[src/rtl/irq_aggregator.sv]
module irq_aggregator #(
  parameter int NUM_SRC   = 12,
  parameter int GPIO_W    = 24,
  parameter int GPIO_BIT  = 8,
  parameter int PULSE_CYC = 5,
  parameter int ADDR_W    = 3,
  parameter int DATA_W    = 32
) (
  input  logic              clk,
  input  logic              rst_n,
  input  logic [NUM_SRC-1:0] src_evt,
  input  logic [GPIO_W-1:0]  gpio_evt,
  input  logic [ADDR_W-1:0]  reg_addr,
  input  logic [DATA_W-1:0]  reg_wdata,
  input  logic              reg_we,
  output logic [DATA_W-1:0]  reg_rdata,
  output logic              irq_o
);
  localparam int CNT_W = $clog2(PULSE_CYC + 1);
  localparam logic [ADDR_W-1:0] A_CTRL = ADDR_W'(0);
  localparam logic [ADDR_W-1:0] A_EN   = ADDR_W'(1);
  localparam logic [ADDR_W-1:0] A_STAT = ADDR_W'(2);
  localparam logic [ADDR_W-1:0] A_GPIO = ADDR_W'(3);
  localparam logic [NUM_SRC-1:0] GMASK = {{(NUM_SRC-1){1'b0}}, 1'b1} << GPIO_BIT;

  logic [2:0]         ctrl_q;
  logic [NUM_SRC-1:0] en_q, st_q, set_v, clr_v;
  logic [GPIO_W-1:0]  gst_q, gclr_v;
  logic               pend, pend_d_q, act;
  logic [CNT_W-1:0]   cnt_q;

  wire gen   = ctrl_q[0];
  wire etype = ctrl_q[1];
  wire pol   = ctrl_q[2];

  wire wr_ctrl = reg_we && (reg_addr == A_CTRL);
  wire wr_en   = reg_we && (reg_addr == A_EN);
  wire wr_st   = reg_we && (reg_addr == A_STAT);
  wire wr_gst  = reg_we && (reg_addr == A_GPIO);

  wire gpio_new = |(gpio_evt & ~gst_q);

  assign set_v  = (src_evt & ~GMASK) | (gpio_new ? GMASK : '0);
  assign clr_v  = wr_st  ? reg_wdata[NUM_SRC-1:0] : '0;
  assign gclr_v = wr_gst ? reg_wdata[GPIO_W-1:0]  : '0;
  assign pend   = |(st_q & en_q);

  logic unused_wbits;
  assign unused_wbits = ^reg_wdata;

  always_ff @(posedge clk or negedge rst_n) begin
    if (!rst_n) begin
      ctrl_q   <= '0;
      en_q     <= '0;
      st_q     <= '0;
      gst_q    <= '0;
      pend_d_q <= 1'b0;
      cnt_q    <= '0;
    end else begin
      if (wr_ctrl) ctrl_q <= reg_wdata[2:0];
      if (wr_en)   en_q   <= reg_wdata[NUM_SRC-1:0];
      st_q     <= (st_q & ~clr_v) | set_v;
      gst_q    <= (gst_q & ~gclr_v) | gpio_evt;
      pend_d_q <= pend;
      if (pend && !pend_d_q)  cnt_q <= CNT_W'(PULSE_CYC);
      else if (cnt_q != '0)   cnt_q <= cnt_q - 1'b1;
    end
  end

  always_comb begin
    reg_rdata = '0;
    case (reg_addr)
      A_CTRL:  reg_rdata[2:0]         = ctrl_q;
      A_EN:    reg_rdata[NUM_SRC-1:0] = en_q;
      A_STAT:  reg_rdata[NUM_SRC-1:0] = st_q;
      A_GPIO:  reg_rdata[GPIO_W-1:0]  = gst_q;
      default: reg_rdata = '0;
    endcase
  end

  assign act   = etype ? (cnt_q != '0) : pend;
  assign irq_o = gen & (pol ? act : ~act);
endmodule

[config.mk]
export PLATFORM = sky130hd
export DESIGN_NAME = irq_aggregator
export DESIGN_NICKNAME = d
export VERILOG_FILES = /design/src/rtl/irq_aggregator.sv
export SDC_FILE = /design/constraint.sdc
export NUM_CORES = 1
export LEC_CHECK = 0
export BUFFER_PORTS_ARGS = -buffer_cell sky130_fd_sc_hd__clkbuf_2
export CELL_PAD_IN_SITES_DETAIL_PLACEMENT = 1
export CELL_PAD_IN_SITES_GLOBAL_PLACEMENT = 1
export CORE_MARGIN = 2
export CORE_UTILIZATION = 37
export CTS_CLUSTER_SIZE = 24
export DETAILED_ROUTE_END_ITERATION = 7
export PLACE_DENSITY_LB_ADDON = 0.1
export SYNTH_ARGS = -nofsm -noshare
export SYNTH_HDL_FRONTEND = slang
export SYNTH_SLANG_ARGS = --single-unit
[constraint.sdc]
create_clock -name clk -period 1.8 [get_ports clk]
set_input_delay 0.18 -clock clk [delete_from_list [all_inputs] [get_ports clk]]
set_output_delay 0.18 -clock clk [all_outputs]
set_load 0.005 [all_outputs]
* Yosys cells after proc, flatten, opt, wreduce, memory -nomap -nowiden
Cells that the tools add are included.
** Storage, ports and cells
- Input bits :: 74
- Register bits after elaboration :: 55
- Word-level logic and storage cells :: 43
- Output and inout port bits :: 33
** Cells by class
- Multiplexer cells :: 10
- Bitwise logic cells :: 12
- $add $sub $neg :: 1
- Equal/unequal tests :: 3
- Reductions and logical operators :: 11
** Operators with widths (count)
- $and A24 B24 Y24 :: 2
- $not A24 Y24 :: 2
- $pmux W9 S3 :: 1
- $and A12 B12 Y12 :: 2
- $mux W12 :: 2
- $mux W24 :: 1
- $or A24 B24 Y24 :: 1
- $reduce_or A24 Y1 :: 1
- $not A12 Y12 :: 1
- $or A12 B12 Y12 :: 1
- $or A12 B9 Y12 :: 1
- $pmux W3 S4 :: 1
- $reduce_or A12 Y1 :: 1
- $mux W9 :: 1
- $eq A3 B2 Y1 const B :: 2
- $mux W3 :: 2
- $logic_and A1 B1 Y1 :: 5
- $eq A3 B1 Y1 const B :: 1
- $logic_not A3 Y1 :: 1
- $reduce_bool A3 Y1 :: 1
- $sub A3 B1 Y3 const B :: 1
- $mux W1 :: 2
- $reduce_bool A2 Y1 :: 1
- $and A1 B1 Y1 :: 1
- other kinds (2) :: 2

* Logic depth before layout (Yosys ltp)
- Depth after elaboration :: 6
- Gate-level depth with buffers :: 8
- Depth with buffers taken out :: 6

* Least setup slack after synthesis
No wires, ideal clock.
- Path kind :: register -> output
- From :: reg en_q[5]
- To :: out irq_o
- Buffers on the path :: 0
- Cell stages (with the launch flop) :: 6
- Arrival time :: 1.211 ns
- Setup slack :: 0.409 ns
- Data required time :: 1.620 ns
- Path through :: dfrtp_1 -> nand2_1 -> nand4_1 -> o41a_1 -> xnor2_1 -> and2_1
** Between the ends
- Cells in the longest elaborated chain, start to end :: 6
** RTL lines
- from (decl) :: line 27 : logic [NUM_SRC-1:0] en_q, st_q, set_v, clr_v;
- from (signal assigned) :: line 61 : if (wr_en) en_q <= reg_wdata[NUM_SRC-1:0];
- $and A12 B12 Y12 * :: line 46 : assign pend = |(st_q & en_q);
- $reduce_or A12 Y1 * :: line 46
- $mux W1 * :: line 81 : assign act = etype ? (cnt_q != '0) : pend;
- $not A1 Y1 :: line 82 : assign irq_o = gen & (pol ? act : ~act);
- $mux W1 * :: line 82
- $and A1 B1 Y1 * :: line 82
- to (decl) :: line 17 : output logic irq_o
Every way passes the cells marked *; elsewhere a longest branch is shown, timed or not.

* Worst setup path after layout
- From :: reg st_q[5]
- To :: out irq_o
** Between the ends
- Cells in the longest elaborated chain, start to end :: 6
** RTL lines
- from (decl) :: line 27
- from (signal assigned) :: line 62 : st_q <= (st_q & ~clr_v) | set_v;
- $and A12 B12 Y12 * :: line 46
- $reduce_or A12 Y1 * :: line 46
- $mux W1 * :: line 81
- $not A1 Y1 :: line 82
- $mux W1 * :: line 82
- $and A1 B1 Y1 * :: line 82
Marks and branches as above.

==> reports/qor.txt <==
worst r2r path cells: 6
final core occ: 49.0%
Crit Path Category: register to primary output
dpl cell area: 3500 um^2
die area: 8660 um^2
Vias/cell: 4.98
Worst setup SP type: register
most frequent cells in the layout: 88 x clkbuf_2, 55 x dfrtp_1, 43 x nand2_1
Yosys cell types: 34
Leak: 1.74 nW
Die Ht: 93.1 um
final setup margin: -171 ps
Cells after Synth: 290
GR Util met2: 37.8%
post-DP HPWL: 6510 um
fill cell count: 910
CP required: 1620 ps
worst hold path type: primary input to register
Psw: 894 uW
DRT antenna net count: 0
Core Region: 7730 um^2
cts bufs inserted: 5
Main synth FF type: dfrtp_1
routed len/inst: 17.0 um
worst-path cell chain: nand2_1, nand4_1, o41a_1, xnor2_1, and2_1, buf_2
Global Route Usage Sum: 21.0%
first-pass GRT wire length: 13900 um
maximum vdd drop: 0.000456 V
CTS tree: yes
CTS root buf: clkbuf_8
clock latency at the later pin of the worst-skew pair: 310 ps
hold path cells: 2
Mapped Area: 2940 um^2
Switching Fraction: 27.8%
period utilization: 109%
RSZ-0062 raised after global routing: true
final hold violation count: 0
crit-path max FO: 3
GRT overflow: 0
pwr dens: 849 nW/um^2
Syn Area/Cell: 10.1 um^2
share of cells above drive strength 1: 40.7%
Peak Freq: 0.507 GHz
Starting Density: 38.0%
critical path's top delay family: compound AO/OA/AOI/OAI gates
min Tclk post-route: 1970 ps
die width: 93.1 um
design area: 3780 um^2
crit path from: st_q[5]$_DFF_PN0_
number of synthesized register bits: 55
Reg power frac: 45.5%
Crit-path slowest cell: o41a_1
CTS max path bufs: 2
Top Ports: 107
gpl congestion: 0.734
critical path depth: 6
total of max-cap violations: 0
NumNets Final: 478
Layout area overhead: 28.9%
ys async rst share: 100%
H-tree Lvls: 2
CP endpoint kind: primary output
capturing point of the worst reg2reg path: cnt_q[2]$_DFFE_PN0P_
TritonRoute pass-1 iters: 4
met1 Use GR: 25.4%
slew margin rel.: 65.6%
I/O Buffers: 89
start of the worst register-to-register path: en_q[7]$_DFFE_PN0P_
# diodes: 0
num rows: 32
largest net degree at the start of global routing: 21
Combinational Power Share: 23.6%
Worst R2R Setup Slack: 490 ps
CTS Sinks: 55
clock slew at reported path FFs: 110 ps
Seq/Total Area, Yosys: 46.9%
global-route layer with the greatest usage: met2
Layout Skew: 10.1 ps
worst slew pin tran: 516 ps
vias in the first global route: 2751
DRC: 0
setup violators final: 1
Worst Path Arrival: 1790 ps
outcome: complete, but fails checks
Ys Warns: 0
WP buf/inv: 1
Post-Route WL: 8610 um
Post-synth EDFFs: 0
drt initial violations: 47
vias: 2517
antenna violations before repair: 0
max incr delay on CP: 440 ps
failing checks: negative setup slack
met3 Usage GRT: 4.59%
Int Pwr: 2.32 mW
Final Max Slew Viols: 0
clock share of power: 30.9%
worst setup path endpoint: irq_o
commonest non-fill, non-tap cell in the layout: clkbuf_2
==> repair_timing <==
action,in CTS,in global routing
endpoints found under the hold margin,18,0
setup endpoints to repair,1,1
cloned,0,0
hold buffers,1,0
gates resized for setup,3,4
buffers inserted,6,10
pin swaps,1,6
==> power groups by stage <==
stage / combinational (mW) / sequential [mW] / clock [mW]
5_1_grt: 0.846 / 1.48 / 1.06
2_1_floorplan: 0.430 / 1.46 / 0
3_5_place_dp: 0.677 / 1.49 / 0
3_3_place_gp: 0.654 / 1.48 / 0
6_report: 0.757 / 1.46 / 0.995
4_1_cts: 0.719 / 1.46 / 1.01
==> state kept, by name, summed over array words and instances, names as in the netlist <==
name / flops
cnt_q: 3
st_q: 12
pend_d_q: 1
ctrl_q: 3
gst_q: 24
en_q: 12
==> synthesized netlist by cell type, types with 2 or more instances <==
| cell type | instances | area (um^2) |
|---|---|---|
| dfrtp_1 | 55 | 1380 |
| nand2_1 | 49 | 184 |
| a21o_1 | 35 | 263 |
| inv_1 | 24 | 90.1 |
| mux2_2 | 24 | 270 |
| buf_4 | 12 | 90.1 |
| nor2_1 | 12 | 45.0 |
| and2_1 | 11 | 68.8 |
| a22oi_1 | 9 | 67.6 |
| nor2b_1 | 7 | 43.8 |
| buf_2 | 6 | 30.0 |
| nand4_1 | 6 | 37.5 |
| o22ai_1 | 6 | 37.5 |
| nor3_1 | 4 | 20.0 |
| a21oi_1 | 3 | 15.0 |
| mux4_2 | 3 | 67.6 |
| a221oi_1 | 2 | 17.5 |
| and4bb_2 | 2 | 25.0 |
| ha_1 | 2 | 25.0 |
| nand2b_1 | 2 | 12.5 |
| o221ai_1 | 2 | 17.5 |
| xnor2_1 | 2 | 17.5 |
==> worst reg2reg max path: cells and delay by family, from the launching register on <==
kind / cells / cell delay [ps]
compound gates: 2 / 370
buf+inv: 1 / 110
flops: 1 / 420
simple gates: 3 / 290
==> kinds of logic (layout without fill, tap and decap cells) <==
| family | count (synthesis) | in the layout | synth area share [%] |
|---|---|---|---|
| simple gates | 98 | 98 | 16.7 |
| compound gates | 61 | 61 | 15.7 |
| flops | 55 | 55 | 46.9 |
| buf+inv | 44 | 150 | 7.67 |
| mux | 27 | 27 | 11.5 |
| fa+ha+maj | 2 | 2 | 0.852 |
| xor+xnor | 2 | 2 | 0.597 |
| other cells | 1 | 8 | 0.128 |
==> worst min path at each step <==
stage                start                    end  slack [ps]
6_report       src_evt[10]     st_q[10]$_DFF_PN0_          30
5_1_grt         src_evt[9]      st_q[9]$_DFF_PN0_          20
2_1_floorplan        rst_n   cnt_q[0]$_DFFE_PN0P_        -120
3_3_place_gp         rst_n  ctrl_q[0]$_DFFE_PN0P_         180
4_1_cts         src_evt[3]      st_q[3]$_DFF_PN0_          30
3_5_place_dp         rst_n  ctrl_q[0]$_DFFE_PN0P_         180
==> routing by layer <==
layer  vias to the layer above  part of all wire [%]
met5                         -                     0
met4                         0                   1.4
met3                        10                   4.6
met2                        59                    52
met1                      1251                    42
li1                       1197                     -
==> through the flow <==
step / std cells / total power [mW] / setup TNS (ps) / setup WS, ps / hold slack (ps)
after detailed placement: 480 / 2.16 / 0 / 158 / 183
final: 505 / 3.22 / -171 / -171 / 30.4
after global routing: 505 / 3.39 / -258 / -258 / 23.2
after floorplan: 297 / 1.89 / 0 / 409 / -116
after CTS: 495 / 3.19 / -180 / -180 / 25.7
after global placement: 480 / 2.13 / 0 / 164 / 180
==> layout make-up <==
| class | count | area [um^2] | share of cell area [%] |
|---|---|---|---|
| Clock buffer | 5 | 68.8 | 1.82 |
| Clock inverter | 3 | 67.6 | 1.79 |
| Inverter | 24 | 90.1 | 2.38 |
| Multi-Input combinational cell | 198 | 1380 | 36.4 |
| Sequential cell | 55 | 1380 | 36.4 |
| Tap cell | 102 | 128 | 3.37 |
| Timing Repair Buffer | 118 | 678 | 17.9 |
No activity file was read; power rests on OpenSTA's default activity.
